### src/rtl/coh_upd_pkg.sv
// Package: shared encodings and result bundles for the update-protocol
// coherence controller. Assumes two-bit state and command fields.
package coh_upd_pkg;

    typedef enum logic [1:0] {
        LS_INV   = 2'd0,
        LS_EXCL  = 2'd1,
        LS_SHRD  = 2'd2,
        LS_DIRTY = 2'd3
    } line_st_e;

    typedef enum logic [1:0] {
        BC_NONE   = 2'd0,
        BC_READ   = 2'd1,
        BC_WRMISS = 2'd2,
        BC_UPDATE = 2'd3
    } bus_cmd_e;

    typedef enum logic [1:0] {
        SK_NONE   = 2'd0,
        SK_READ   = 2'd1,
        SK_UPDATE = 2'd2,
        SK_WRMISS = 2'd3
    } snoop_kind_e;

    typedef struct packed {
        line_st_e nxt;
        logic     sl_drv;
        logic     flush;
        logic     local_upd;
    } snoop_res_t;

    typedef struct packed {
        line_st_e nxt;
        bus_cmd_e cmd;
        logic     mem_upd;
        logic     evict;
    } cpu_res_t;

endpackage

### src/rtl/coh_line_store.sv
// Module: per-line state and tag registers. Two combinational read ports
// (snoop side, processor side) and two write ports. When both write the
// same line, the processor port wins because its value already includes
// the snoop effect. Assumes synchronous active-low reset.
module coh_line_store
    import coh_upd_pkg::*;
#(
    parameter int IDX_W = 2,
    parameter int TAG_W = 6
) (
    input  logic             clk,
    input  logic             rst_n,
    input  logic [IDX_W-1:0] s_rd_idx,
    output line_st_e         s_rd_st,
    output logic [TAG_W-1:0] s_rd_tag,
    input  logic [IDX_W-1:0] c_rd_idx,
    output line_st_e         c_rd_st,
    output logic [TAG_W-1:0] c_rd_tag,
    input  logic             s_we,
    input  line_st_e         s_wr_st,
    input  logic             c_we,
    input  line_st_e         c_wr_st,
    input  logic [TAG_W-1:0] c_wr_tag
);
    localparam int LINES = 1 << IDX_W;

    line_st_e         st_q  [LINES];
    logic [TAG_W-1:0] tag_q [LINES];

    for (genvar i = 0; i < LINES; i++) begin : g_line
        // Purpose: update one line from whichever port targets it.
        always_ff @(posedge clk) begin
            if (!rst_n) begin
                st_q[i]  <= LS_INV;
                tag_q[i] <= '0;
            end else if (c_we && (c_rd_idx == IDX_W'(i))) begin
                st_q[i]  <= c_wr_st;
                tag_q[i] <= c_wr_tag;
            end else if (s_we && (s_rd_idx == IDX_W'(i))) begin
                st_q[i]  <= s_wr_st;
            end
        end
    end

    // Purpose: present the addressed lines to both state machines.
    always_comb begin
        s_rd_st  = st_q[s_rd_idx];
        s_rd_tag = tag_q[s_rd_idx];
        c_rd_st  = st_q[c_rd_idx];
        c_rd_tag = tag_q[c_rd_idx];
    end

endmodule

### src/rtl/coh_snoop_fsm.sv
// Module: snoop-side transition. Any hit on a valid line drives the shared
// signal and leaves the line shared; a dirty line is flushed to memory;
// write broadcasts and write misses refresh the local copy. Assumes `hit`
// already includes tag match and a valid line.
module coh_snoop_fsm
    import coh_upd_pkg::*;
(
    input  snoop_kind_e kind,
    input  logic        hit,
    input  line_st_e    cur,
    output snoop_res_t  res
);
    // Purpose: compute snoop outcome for the addressed line.
    always_comb begin
        res.nxt       = cur;
        res.sl_drv    = 1'b0;
        res.flush     = 1'b0;
        res.local_upd = 1'b0;
        if (hit && (kind != SK_NONE)) begin
            res.sl_drv    = 1'b1;
            res.nxt       = LS_SHRD;
            res.flush     = (cur == LS_DIRTY);
            res.local_upd = (kind != SK_READ);
        end
    end

endmodule

### src/rtl/coh_cpu_fsm.sv
// Module: processor-side transition. Works from the post-snoop state of the
// addressed line. Shared writes broadcast and update memory; the shared
// signal picks the state after fills and broadcasts. Assumes sl_in is
// valid in the same cycle as the request.
module coh_cpu_fsm
    import coh_upd_pkg::*;
(
    input  logic     valid,
    input  logic     write,
    input  logic     hit,
    input  line_st_e cur,
    input  logic     sl,
    output cpu_res_t res
);
    // Purpose: compute command, strobes and next state for the request.
    always_comb begin
        res.nxt     = cur;
        res.cmd     = BC_NONE;
        res.mem_upd = 1'b0;
        res.evict   = 1'b0;
        if (valid) begin
            if (hit) begin
                if (write) begin
                    unique case (cur)
                        LS_EXCL:  res.nxt = LS_DIRTY;
                        LS_SHRD: begin
                            res.cmd     = BC_UPDATE;
                            res.mem_upd = 1'b1;
                            res.nxt     = sl ? LS_SHRD : LS_EXCL;
                        end
                        default:  res.nxt = cur;
                    endcase
                end
            end else begin
                res.evict = (cur == LS_DIRTY);
                if (write) begin
                    res.cmd     = BC_WRMISS;
                    res.mem_upd = sl;
                    res.nxt     = sl ? LS_SHRD : LS_DIRTY;
                end else begin
                    res.cmd = BC_READ;
                    res.nxt = sl ? LS_SHRD : LS_EXCL;
                end
            end
        end
    end

endmodule

### src/rtl/coh_update_ctrl.sv
// Module: top of the update-protocol coherence controller. Splits addresses
// into index and tag, applies the snoop first, feeds the post-snoop state of
// the processor line into the processor transition, and stores both results
// at the clock edge. All outputs are combinational in the request cycle.
module coh_update_ctrl
    import coh_upd_pkg::*;
#(
    parameter int ADDR_W = 8,
    parameter int IDX_W  = 2
) (
    input  logic              clk,
    input  logic              rst_n,
    input  logic              cpu_valid,
    input  logic              cpu_write,
    input  logic [ADDR_W-1:0] cpu_addr,
    input  logic              sl_in,
    input  logic [1:0]        snoop_kind,
    input  logic [ADDR_W-1:0] snoop_addr,
    output logic [1:0]        bus_cmd,
    output logic              mem_upd,
    output logic              evict_wb,
    output logic              sl_drive,
    output logic              snoop_local_upd,
    output logic              cpu_hit,
    output logic [1:0]        cpu_next_state,
    output logic [1:0]        snoop_next_state
);
    localparam int TAG_W = ADDR_W - IDX_W;

    logic [IDX_W-1:0] s_idx, c_idx;
    logic [TAG_W-1:0] s_tag, c_tag;
    line_st_e         s_st, c_st, c_post;
    logic [TAG_W-1:0] s_tag_q, c_tag_q;
    logic             s_hit, c_hit;
    snoop_kind_e      kind;
    snoop_res_t       s_res;
    cpu_res_t         c_res;

    // Purpose: split addresses and decode the snoop kind.
    always_comb begin
        s_idx = snoop_addr[IDX_W-1:0];
        s_tag = snoop_addr[ADDR_W-1:IDX_W];
        c_idx = cpu_addr[IDX_W-1:0];
        c_tag = cpu_addr[ADDR_W-1:IDX_W];
        kind  = snoop_kind_e'(snoop_kind);
    end

    coh_line_store #(.IDX_W(IDX_W), .TAG_W(TAG_W)) u_store (
        .clk      (clk),
        .rst_n    (rst_n),
        .s_rd_idx (s_idx),
        .s_rd_st  (s_st),
        .s_rd_tag (s_tag_q),
        .c_rd_idx (c_idx),
        .c_rd_st  (c_st),
        .c_rd_tag (c_tag_q),
        .s_we     (s_hit),
        .s_wr_st  (s_res.nxt),
        .c_we     (cpu_valid),
        .c_wr_st  (c_res.nxt),
        .c_wr_tag (c_tag)
    );

    // Purpose: snoop hit detection on the stored line.
    always_comb begin
        s_hit = (kind != SK_NONE) && (s_st != LS_INV) && (s_tag_q == s_tag);
    end

    coh_snoop_fsm u_snoop (
        .kind (kind),
        .hit  (s_hit),
        .cur  (s_st),
        .res  (s_res)
    );

    // Purpose: snoop-before-processor ordering on a shared line.
    always_comb begin
        c_post = (s_hit && (s_idx == c_idx)) ? s_res.nxt : c_st;
        c_hit  = (c_post != LS_INV) && (c_tag_q == c_tag);
    end

    coh_cpu_fsm u_cpu (
        .valid (cpu_valid),
        .write (cpu_write),
        .hit   (c_hit),
        .cur   (c_post),
        .sl    (sl_in),
        .res   (c_res)
    );

    // Purpose: drive the block outputs.
    always_comb begin
        bus_cmd          = c_res.cmd;
        mem_upd          = c_res.mem_upd | s_res.flush;
        evict_wb         = c_res.evict;
        sl_drive         = s_res.sl_drv;
        snoop_local_upd  = s_res.local_upd;
        cpu_hit          = cpu_valid && c_hit;
        cpu_next_state   = cpu_valid ? c_res.nxt : LS_INV;
        snoop_next_state = s_hit ? s_res.nxt : LS_INV;
    end

endmodule

### config.mk
export PLATFORM = sky130hd
export DESIGN_NAME = coh_update_ctrl
export DESIGN_NICKNAME = d
export VERILOG_FILES = /design/src/rtl/coh_upd_pkg.sv /design/src/rtl/coh_line_store.sv /design/src/rtl/coh_snoop_fsm.sv /design/src/rtl/coh_cpu_fsm.sv /design/src/rtl/coh_update_ctrl.sv
export SDC_FILE = /design/constraint.sdc
export NUM_CORES = 1
export LEC_CHECK = 0
export ABC_AREA = 0
export ABC_CLOCK_PERIOD_IN_PS = 6550
export BUFFER_PORTS_ARGS = -buffer_cell sky130_fd_sc_hd__buf_2
export CAP_MARGIN = 10
export CORE_AREA = 2 2 69 64
export CTS_CLUSTER_SIZE = 25
export DETAILED_ROUTE_END_ITERATION = 16
export DIE_AREA = 0 0 71 66
export MAX_ROUTING_LAYER = met4
export PLACE_DENSITY = 0.81
export SYNTH_ARGS = -nofsm -noshare
export SYNTH_HDL_FRONTEND = slang
export SYNTH_SLANG_ARGS = --single-unit
export TNS_END_PERCENT = 1
### constraint.sdc
create_clock -name clk -period 6.55 [get_ports clk]
set_clock_uncertainty 0.1 [all_clocks]
set_input_delay 0 -clock clk [delete_from_list [all_inputs] [get_ports clk]]
set_output_delay 0 -clock clk [all_outputs]
set_load 0.02 [all_outputs]
# --- Yosys cells after proc, flatten, opt, wreduce, memory -nomap -nowiden ---
# Memories as Yosys holds them, arrays and structs flattened.
# Index checks and enable logic that the tools add are counted.
totals:
  register_bits: 0
  mem_bits_rw: 32
  out_inout_bits: 11
  mem_count: 2
mem_list:
  columns: ["memory", "depth", "width", "read_ports", "rd_clocked_by_memory_dff", "write_ports", "line", "text"]
  rows:
  - ["u_store.tag_q", 4, 6, 2, 0, 4, "coh_line_store.sv:28", "logic [TAG_W-1:0] tag_q [LINES];"]
  - ["u_store.st_q", 4, 2, 2, 0, 4, "coh_line_store.sv:27", "line_st_e st_q [LINES];"]
op_classes:
  n_eq_ne: 14
  mux: 55
  bitwise: 13
  n_reduce_logical: 19
ops:
  columns: ["op", "count"]
  rows:
  - ["1-bit 2-to-1 mux", 32]
  - ["6-bit 2-to-1 mux", 5]
  - ["2-bit 2-to-1 mux", 12]
  - ["5-bit 2-to-1 mux", 3]
  - ["2-bit == test, second input constant", 7]
  - ["1-bit logical AND", 14]
  - ["1-bit bitwise OR", 13]
  - ["6-bit == test", 2]
  - ["2-bit by 1-bit == test with 1-bit output, second input constant", 3]
  - ["2-bit nonzero test", 3]
  - ["2-bit logical NOT", 2]
  - ["4-bit 2-to-1 mux", 1]
  - ["2-bit case mux with 2 select lines", 1]
  - ["3-bit 2-to-1 mux", 1]
  - ["2-bit == test", 1]
  - ["2-bit by 1-bit != test with 1-bit output, second input constant", 1]

# --- Logic depth before layout (Yosys ltp) ---
# Gate-level depths: netlist of run 1.
# An unclocked memory read counts as a cell.
logic_depth:
  depth_word: 14
  ltp_mapped: 13
  mapped_depth_nobuf: 12

# --- By module ---
# A second synthesis of run 1 with hierarchy kept.
unflattened:
  cells_unflattened: 194
  area_unflattened_um2: 2404.8
modules_own_cells:
  columns: ["module", "n_inst", "cells_per_inst", "area_each_um2", "seq_area_each_um2"]
  rows:
  - ["coh_line_store", 1, 125, 1861.8, 960.9]
  - ["coh_update_ctrl", 1, 34, 294.0, 0.0]
  - ["coh_cpu_fsm", 1, 29, 209.0, 0.0]
  - ["coh_snoop_fsm", 1, 6, 40.0, 0.0]

# --- Worst setup path before layout of run 1 ---
# No wires, ideal clock.
synth_timing:
  path_type: "reg2reg"
  start: "memory u_store.tag_q[1][4]"
  end: "memory u_store.st_q[0][0] (netlist bit), data pin"
  setup_time_ps: 259
  arrival_time_ps: 2963
  t_required_ps: 6191
  path_slack_ps: 3229
  path_stages_with_launch: 13
  path_cell_list: "edfxtp_1 -> mux4_1 -> xnor2_2 -> nand4_2 -> nor3_4 -> a31o_2 -> inv_1 -> ha_1 -> nor2_1 -> nand3_1 -> nor2_4 -> mux2i_1 -> o31a_1"
synth_lines:
  columns: ["element", "line"]
  rows:
  - ["start: declaration", "coh_line_store.sv:28"]
  - ["end: declaration", "coh_line_store.sv:27"]

==> results.toml, run 1 <==
[timing]
rsz0062_at_grt = "false"
slew_viol_final = 0
period_share_pct = 58.3
worstMarginPinSlew_ns = 0.718
max-slew-margin-rel_pct = 52.0
worst_slack_ns = 2.73
fin_setup_tns_ns = 0
finalSetupViolCount = 0
fmax_ghz = 0.262
hold_slack_ns = 0.00849
finalHoldViolCount = 0
fin_crit_ns = 3.82

[logic_synthesis]
synth_top_area_cell = "edfxtp_1"
syn_inst = 193
yosys_warnings = 0
netlist.area_leader.share_pct = 41.8
synth_cell_types = 42
syn_nets = 220
synthTopCellsByArea = "edfxtp_1, mux4_2, and2_1"
ys_seq_area_share_pct = 41.8
syn_avg_cell_area_um2 = 11.9
netlist_area_um2 = 2300
ys_ff_latch = 32

[pwr]
p_seq_share_pct = 45.2
power_mw = 0.548
power_frac_comb_pct = 21.0
power.density_nw_per_um2 = 205
p_clk_share_pct = 33.8
switching_share_pct = 26.1
ir_drop_uv = 198
p_int_mw = 0.405
leakagePower_nw = 1.04
switchingPower_mw = 0.143

[floorplanning]
rows = 22
core_um2 = 3990
die_h_um = 66
pin_count = 34
die_area_um2 = 4690
initial_core_util_pct = 57.6
die_w_um = 71

[global_routing]
grt_pass1_vias = 1674
grtUsageTotal_pct = 25.3
grt_max_degree = 21
grt_antenna_before_repair = 0
grt_pass1_wl_um = 8430
gr-total-overflow = 0

[cells_and_area]
finalNetCount = 262
antenna_cells_inserted = 0
area_growth_pct = 16.4
drive_gt1_share_pct = 27.5

[critical_path]
end_kind = "output port"
cp_max_fo = 10
start_kind = "register"
criticalPathCategory = "reg -> out"
reg2reg_from = "u_store.tag_q[1][4]"
reg2reg_slack_ns = 3.01
crit_chain = "mux4_1, xnor2_2, nand4_2, nor3_4, a31o_2, inv_1, ha_1, nor2_1, nand3_1, nor2_4, mux2i_1, o31a_1, buf_2"
rr_endpoint = "u_store.st_q[2][0]"
rr_worst_depth = 12
crit_slowest_cell = "mux4_1"
critPathRequiredTime_ns = 6.45
worst_path_largest_cell_delay_ns = 0.57
cp.arrival_ns = 3.72

[routing]
wl_um = 5240
drtPass1Iterations = 4
vias = 1697
drc = 0
drt-initial-drc-count = 116
ant_nets = 0
viasPerCell = 5.98
wire_per_inst_um = 18.5

[place]
dp_slack_ns = 2.99
portBuffers = 32
place.detailed.hpwl_um = 3690
gp_congestion = 0.964

[clock_network]
cts_setup_buffers = 0
cts_htree_levels = 2
cts_hold_buf = 5
root_buffer = "clkbuf_8"
clock_latency_ns = 0.29
cts_resized = 0
cts_buffers = 5
path_clk_slew_ns = 0.07
cts.sinks = 32
cts_tree = "done"
clockBufferDepth = 2

[run_status]
status = "finished clean"

[worst_hold_path]
hp-class = "in -> reg"
holdPathEnd = "u_store.tag_q[1][3]"
min_path_cells = 2
hp-start = "cpu_addr[5]"

[run]
drv_cap = 0
[cell usage after synthesis]
library cell  instances
buf_2                 3
inv_1                11
edfxtp_1             32
nor2_4                1
o32ai_1               1
a2111oi_2             1
nand3b_1              2
a21boi_0              1
a31oi_2               1
nand3_1               4
o21ai_0               4
a21oi_1               1
mux4_2                9
nor2b_1               1
o31ai_1               5
a21o_1                1
and3_1                1
conb_1                1
mux2i_1              11
o22ai_1               1
a2111o_1              1
and3_4                1
nor3b_1               2
nor3_1                6
buf_4                 1
o31a_1                5
o21a_1                2
a31o_2                1
nor2_1                6
ha_1                  4
clkbuf_1              3
xnor2_2               4
or3_1                 2
and2_1               25
o21bai_1              4
nand4_2               1
nor4_1                2
xnor2_1              13
mux4_1                3
buf_6                 1
nor3_4                1
nand2_1              13
[logic make-up (layout without fill, tap and decap cells)]
group / count (synthesis) / in the layout / synth area share, %
AND/OR/NAND/NOR: 68 / 68 / 17.3
flip-flops: 32 / 32 / 41.8
AO/OA/AOI/OAI: 29 / 29 / 9.97
multiplexers: 23 / 23 / 17.0
buffers and inverters: 19 / 62 / 3.76
XOR/XNOR: 17 / 17 / 7.79
adder cells (fa/ha/maj): 4 / 4 / 2.18
other: 1 / 1 / 0.163
[power by group through the flow]
| stage | combinational, mW | clock, mW | sequential, mW |
|---|---|---|---|
| 2_1_floorplan | 0.0824 | 0 | 0.249 |
| 3_3_place_gp | 0.111 | 0 | 0.251 |
| 3_5_place_dp | 0.113 | 0 | 0.252 |
| 4_1_cts | 0.116 | 0.188 | 0.248 |
| 5_1_grt | 0.126 | 0.199 | 0.249 |
| 6_report | 0.115 | 0.185 | 0.248 |
[state kept, by name, summed over array words and instances, names as in the netlist]
| register | flops |
|---|---|
| u_store.tag_q | 24 |
| u_store.st_q | 8 |
[how the worst max path moves through the flow]
stage / slack, ns / from / endpoint
detailed placement: 2.99 / snoop_addr[0] / u_store.st_q[2][0]
floorplan: 3.23 / u_store.tag_q[1][4] / u_store.st_q[0][0]
finish: 2.73 / u_store.tag_q[1][4] / cpu_next_state[0]
CTS: 2.73 / u_store.tag_q[1][4] / cpu_next_state[0]
global placement: 3.10 / snoop_addr[0] / u_store.st_q[0][0]
global route: 2.41 / u_store.tag_q[1][4] / cpu_next_state[0]
[final cells by class]
class / count / area [µm²]
Fill cell: 297 / 1320
Clock inverter: 2 / 35.0
Multi-Input combinational cell: 142 / 1250
Tap cell: 48 / 60.1
Inverter: 11 / 41.3
Timing Repair Buffer: 43 / 255
Clock buffer: 6 / 72.6
Sequential cell: 32 / 961
[per-stage QoR]
step | instances | area (µm²) | utilization [%]
global route | 284 | 2680 | 67.0
floorplan | 193 | 2300 | -
detailed placement | 271 | 2520 | 63.1
global placement | 271 | 2520 | 63.1
CTS | 284 | 2680 | 67.0
finish | 284 | 2680 | 67.0
[worst max-delay path, delay by kind of cell, from the launching register on]
family | cells | cell delay, ns
compound gates | 2 | 0.44
simple gates | 5 | 1.03
flops | 1 | 0.40
fa+ha+maj | 1 | 0.19
xor+xnor | 1 | 0.15
buf+inv | 2 | 0.22
mux | 2 | 0.99
[cells in the final DEF (no fill, tap or decap), types with 2 or more instances in the layout]
cell	Yosys	layout
mux4_1	3	3
dlygate4sd3_1	0	5
edfxtp_1	32	32
o21bai_1	4	4
xnor2_1	13	13
o21a_1	2	2
buf_4	1	6
buf_2	3	32
mux2i_1	11	11
nand3_1	4	4
nand3b_1	2	2
xnor2_2	4	4
nand2_1	13	13
ha_1	4	4
inv_1	11	11
o21ai_0	4	4
mux4_2	9	9
nor3_1	6	6
nor2_1	6	6
nor3b_1	2	2
clkbuf_8	0	5
o31ai_1	5	5
and2_1	25	25
or3_1	2	2
o31a_1	5	5
nor4_1	2	2
[metal layers]
layer	up-vias	global-route usage (%)	part of all wire [%]
li1	807	-	-
met1	810	32.3	41
met2	71	41.6	49
met3	9	5.79	7.9
met4	0	6.37	1.2
met5	-	-	0
Note: power is estimated with default switching activity, not from simulation.
==> run 2: changes to the inputs <==
--- a/config.mk
+++ b/config.mk
@@ -5,16 +5,16 @@
 export SDC_FILE = /design/constraint.sdc
 export NUM_CORES = 1
 export LEC_CHECK = 0
-export ABC_AREA = 0
-export ABC_CLOCK_PERIOD_IN_PS = 6550
+export ABC_AREA = 1
+export ABC_CLOCK_PERIOD_IN_PS = 4000
 export BUFFER_PORTS_ARGS = -buffer_cell sky130_fd_sc_hd__buf_2
 export CAP_MARGIN = 10
-export CORE_AREA = 2 2 69 64
+export CORE_AREA = 2 2 71 67
 export CTS_CLUSTER_SIZE = 25
 export DETAILED_ROUTE_END_ITERATION = 16
-export DIE_AREA = 0 0 71 66
+export DIE_AREA = 0 0 73 69
 export MAX_ROUTING_LAYER = met4
-export PLACE_DENSITY = 0.81
+export PLACE_DENSITY = 0.78
 export SYNTH_ARGS = -nofsm -noshare
 export SYNTH_HDL_FRONTEND = slang
 export SYNTH_SLANG_ARGS = --single-unit
==> constraint.sdc (replaced) <==
create_clock -name clk -period 4 [get_ports clk]
set_clock_uncertainty 0.1 [all_clocks]
set_input_delay 0 -clock clk [delete_from_list [all_inputs] [get_ports clk]]
set_output_delay 0 -clock clk [all_outputs]
set_load 0.02 [all_outputs]
==> results.toml, run 2 <==
[logic_synthesis]
syn_avg_cell_area_um2 = 6.89
synth_top_area_cell = "edfxtp_1"
netlist.area_leader.share_pct = 40.0
async_flop_share_pct = 0
synth_cell_types = 30
syn_inst = 349
ys_ff_latch = 32
netlist_area_um2 = 2400
synth_common_cells = "nand2_1, nor2_1, inv_1, edfxtp_1, nand3_1"
synthTopCellsByArea = "edfxtp_1, nand2_1, nor2_1"
yosys_warnings = 0
synth.most_common_cell = "nand2_1"
syn_nets = 376
ys_seq_area_share_pct = 40.0
synth_flop_cell = "edfxtp_1"
synth_edf_count = 32

[global_routing]
grt_pass1_vias = 1998
grt_antenna_before_repair = 0
gr-total-overflow = 0
grt_max_degree = 19
grt_pass1_wl_um = 9630
grtUsageTotal_pct = 25.6

[timing]
fin_crit_ns = 2.94
finalHoldViolCount = 1
hold_slack_ns = -0.000744
fin_setup_tns_ns = 0
fmax_ghz = 0.340
finalSetupViolCount = 0
period_share_pct = 73.5
rsz0062_at_grt = "false"
slew_viol_final = 0

[routing]
drc = 0
vias = 2336
drtPass1Iterations = 7
wire_per_inst_um = 14.2
drt-initial-drc-count = 255
ant_nets = 0
wl_um = 6160
viasPerCell = 5.38

[floorplanning]
initial_core_util_pct = 56.1
pin_count = 34
die_h_um = 69
die_area_um2 = 5040
die_w_um = 73
rows = 23
core_um2 = 4290

[place]
placed_area_um2 = 2580
portBuffers = 32
gp_congestion = 1.01
place.detailed.hpwl_um = 4890

[cells_and_area]
top_regs = "u_store.tag_q: 24 flops, u_store.st_q: 8 flops"
drive_gt1_share_pct = 16.7
finalNetCount = 410
fin_util_pct = 63.5
largest_reg_flops = 24
final_cell_mix = "nand2_1, nor2_1, inv_1, buf_2, edfxtp_1"
antenna_cells_inserted = 0
final_common_cell = "nand2_1"
area_growth_pct = 13.3
postLayoutCellArea_um2 = 2720
largest-register = "u_store.tag_q"

[clock_network]
cts_hold_buf = 3
clock_latency_ns = 0.29
cts.sinks = 32
cts_resized = 0
cts_setup_buffers = 0
root_buffer = "clkbuf_8"
clockBufferDepth = 2
path_clk_slew_ns = 0.07
cts_htree_levels = 2
cts_buffers = 5
cts_tree = "done"

[worst_hold_path]
hp-class = "in -> reg"

[critical_path]
cp_max_fo = 5
criticalPathCategory = "reg -> out"
cp.arrival_ns = 2.84
start_kind = "register"
end_kind = "output port"
critPathRequiredTime_ns = 3.90

[pwr]
ir_drop_uv = 247
leakagePower_nw = 1.45
power.density_nw_per_um2 = 335

[run_status]
status = "complete, but fails checks"
violations = "negative hold slack"

[run]
drv_cap = 0
run 2: cell types whose count changed after synthesis, sizes merged, moves of 12 or more:
cell / delta
nand2: +117
inv: +38
a21oi: +18
and2: -25
nand3: +23
mux4: -12
xnor2: -17
nor2: +52
run 2: layout make-up:
cell class	count	area [µm²]
flip-flops and latches	32	961
fillers	407	1570
repair buffers	35	190
clock buffers	5	68.8
well taps	50	62.6
multi-input cells	260	1200
clock inverters	3	46.3
inverters	49	189
run 2: per-layer routing:
layer	share of wire [%]	global-route usage [%]	vias to the layer above
li1	-	-	1176
met1	45	36.9	1019
met2	44	36.3	127
met3	8.8	4.24	14
met4	2.0	8.85	0
met5	0	-	-
run 2: per-stage QoR:
stage | setup WS, ns | cells | power [mW]
floorplan | 1.49 | 349 | 0.542
global placement | 1.15 | 423 | 0.592
detailed placement | 1.13 | 423 | 0.595
CTS | 1.08 | 434 | 0.913
global route | 0.775 | 434 | 0.952
finish | 1.06 | 434 | 0.911
run 2: logic make-up after synthesis:
family | after synthesis | synth area share (%)
and+or+nand+nor | 227 | 40.3
buffers and inverters | 57 | 9.89
DFF | 32 | 40.0
adders and majority gates | 4 | 2.08
AOI/OAI and AO/OA | 27 | 7.24
xor gates and xnor gates | 1 | 0.364
other | 1 | 0.156
run 2: path summary, 6_finish.rpt:
check                   endpoint                 from  depth (start not counted)  slack (ns)
max            cpu_next_state[0]  u_store.tag_q[1][2]                         20        1.06
min          u_store.tag_q[2][1]          cpu_addr[3]                          3     -0.0007
max reg2reg   u_store.st_q[1][0]  u_store.tag_q[1][2]                         19        1.21
min reg2reg   u_store.st_q[1][1]   u_store.st_q[1][1]                          6        0.93
run 2: where the power goes:
part	total [mW]	switching, mW	internal [mW]	leakage (nW)
logic	0.182	0.123	0.0591	1.07
clock network	0.318	0.130	0.187	0.0548
registers	0.412	0.0176	0.394	0.320
run 2: worst max-delay path, stage by stage (launching register included):
cell,delay (ns)
edfxtp_1,0.44
inv_1,0.09
nor2_1,0.05
a21oi_1,0.15
nand2_1,0.08
nand2_1,0.06
nand2_1,0.04
nor2_1,0.13
nand3_1,0.11
inv_1,0.07
nor2_1,0.07
ha_1,0.28
nand2_1,0.07
or2_2,0.30
a21oi_1,0.15
nor2_2,0.06
nand2_1,0.06
nand2_1,0.06
nand2_2,0.10
inv_1,0.05
buf_2,0.15
==> run 3: changes to the inputs <==
--- a/config.mk
+++ b/config.mk
@@ -6,7 +6,7 @@
 export NUM_CORES = 1
 export LEC_CHECK = 0
 export ABC_AREA = 1
-export ABC_CLOCK_PERIOD_IN_PS = 4000
+export ABC_CLOCK_PERIOD_IN_PS = 2750
 export BUFFER_PORTS_ARGS = -buffer_cell sky130_fd_sc_hd__buf_2
 export CAP_MARGIN = 10
 export CORE_AREA = 2 2 71 67
==> constraint.sdc (replaced) <==
create_clock -name clk -period 2.75 [get_ports clk]
set_clock_uncertainty 0.1 [all_clocks]
set_input_delay 0 -clock clk [delete_from_list [all_inputs] [get_ports clk]]
set_output_delay 0 -clock clk [all_outputs]
set_load 0.02 [all_outputs]
==> results.toml, run 3 (synthesized netlist as in run 2, its figures left out) <==
[timing]
period_share_pct = 104
fin_setup_tns_ns = -0.825
fin_crit_ns = 2.85
fmax_ghz = 0.351
finalSetupViolCount = 12
rsz0062_at_grt = "true"
worst_slack_ns = -0.0991
finalHoldViolCount = 0
slew_viol_final = 0

[floorplanning]
die_h_um = 69
die_area_um2 = 5040
die_w_um = 73
pin_count = 34
initial_core_util_pct = 56.1
core_um2 = 4290
rows = 23

[routing]
wl_um = 6780
viasPerCell = 5.39
drc = 0
ant_nets = 0
drtPass1Iterations = 6
wire_per_inst_um = 14.7
drt-initial-drc-count = 268
vias = 2487

[run]
drv_cap = 0

[critical_path]
start_kind = "register"
end_kind = "register"
reg2reg_slack_ns = -0.1
rr_worst_depth = 20
cp_max_fo = 4
crit_start = "u_store.tag_q[2][4]"
reg2reg_from = "u_store.tag_q[2][4]"
rr_endpoint = "u_store.st_q[2][0]"
criticalPathCategory = "reg -> reg"
cp.arrival_ns = 2.78
critPathRequiredTime_ns = 2.68

[global_routing]
grt_antenna_before_repair = 0
gr-total-overflow = 0
grt_max_degree = 15
grtUsageTotal_pct = 27.8
grt_pass1_vias = 2199
grt_pass1_wl_um = 10600

[run_status]
violations = "negative setup slack"
status = "complete, but fails checks"

[cells_and_area]
finalNetCount = 437
largest-register = "u_store.tag_q"
antenna_cells_inserted = 0
final_common_cell = "nand2_1"
final_cell_mix = "nand2_1, nor2_1, inv_1, buf_4, edfxtp_1"
largest_reg_flops = 24
postLayoutCellArea_um2 = 2960
area_growth_pct = 23.2
top_regs = "u_store.tag_q: 24 flops, u_store.st_q: 8 flops"
drive_gt1_share_pct = 27.5

[worst_hold_path]
hp-start = "cpu_addr[4]"
hp-class = "in -> reg"
holdPathEnd = "u_store.tag_q[3][2]"
min_path_cells = 3

[clock_network]
cts_hold_buf = 0
path_clk_slew_ns = 0.07
cts_buffers = 5
cts_tree = "done"
cts.sinks = 32
root_buffer = "clkbuf_8"
cts_htree_levels = 2
clockBufferDepth = 2
clock_latency_ns = 0.29

[place]
portBuffers = 32
placed_area_um2 = 2640
gp_congestion = 0.956
place.detailed.hpwl_um = 4790

[pwr]
power.density_nw_per_um2 = 436
ir_drop_uv = 388
leakagePower_nw = 1.57
==> run 3: cell types whose count changed in the layout (fill, tap and decap cells not counted), moves of 2 or more <==
cell,before,now
nand2_1,125,118
buf_2,32,28
inv_1,45,41
inv_2,2,6
nand2_2,4,11
nor2_1,53,50
dlygate4sd3_1,3,0
buf_4,0,33
nor2_2,4,6
a21oi_2,4,7
a21oi_1,15,12
==> run 3: timing repair <==
item | in CTS | in global routing
setup buffers | 16 | 6
gates resized for setup | 12 | 15
setup endpoints to repair | 3 | 21
pin swaps | 11 | 14
==> run 3: final cells by class <==
type	count	area [µm²]
repair buffers	62	399
flip-flops and latches	32	961
fillers	347	1330
inverters	49	189
multi-input cells	260	1260
clock buffers	5	68.8
well taps	50	62.6
clock inverters	3	23.8
==> run 3: report_power, final <==
group	internal, mW	switching [mW]	total, mW
registers	0.573	0.0217	0.595
clock network	0.179	0.191	0.370
logic	0.122	0.206	0.328
==> run 3: how the worst max path moves through the flow <==
stage	endpoint	slack, ns	cells past startpoint
after floorplan	u_store.st_q[1][1]	0.24	23
after global placement	u_store.st_q[3][0]	0.07	21
after detailed placement	u_store.st_q[2][0]	0.03	21
after CTS	cpu_next_state[1]	-0.02	26
after global routing	cpu_next_state[1]	-0.25	25
final	u_store.st_q[2][0]	-0.1	20
==> run 3: critical path, stage by stage, from the launching register on <==
cell and delay (ns):
edfxtp_1 0.42, nand2_1 0.08, nand2_1 0.08, nand2_1 0.09, nand3_1 0.08, nand2_1 0.06, nand3_1 0.07, nor2_2 0.17
nand3_2 0.12, inv_2 0.07, nor2_2 0.04, ha_2 0.32, nand2_2 0.07, or2_4 0.24, a21oi_2 0.13, nor2_2 0.05
nand2_1 0.05, nand2_1 0.05, nand2_2 0.08, buf_4 0.13, a21oi_1 0.06
==> run 3: per-stage QoR <==
stage | worst slack (ns) | hold slack (ns) | total power, mW | utilization [%] | cells
2_1_floorplan | 0.244 | 0.0286 | 0.788 | - | 349
3_3_place_gp | 0.0665 | 0.178 | 0.868 | 61.5 | 431
3_5_place_dp | 0.0309 | 0.181 | 0.876 | 61.5 | 431
4_1_cts | -0.0228 | 0.00242 | 1.27 | 67.2 | 455
5_1_grt | -0.248 | 0.0189 | 1.35 | 69.0 | 461
6_report | -0.0991 | 0.00100 | 1.29 | 69.0 | 461
==> run 3: routing by layer <==
metal | track usage (%) | part of all wire [%] | wire [µm]
met1 | 39.8 | 44 | 3010
met4 | 8.23 | 1.3 | 91
met3 | 4.09 | 7.9 | 533
met2 | 40.9 | 46 | 3150
met5 | - | 0 | 0
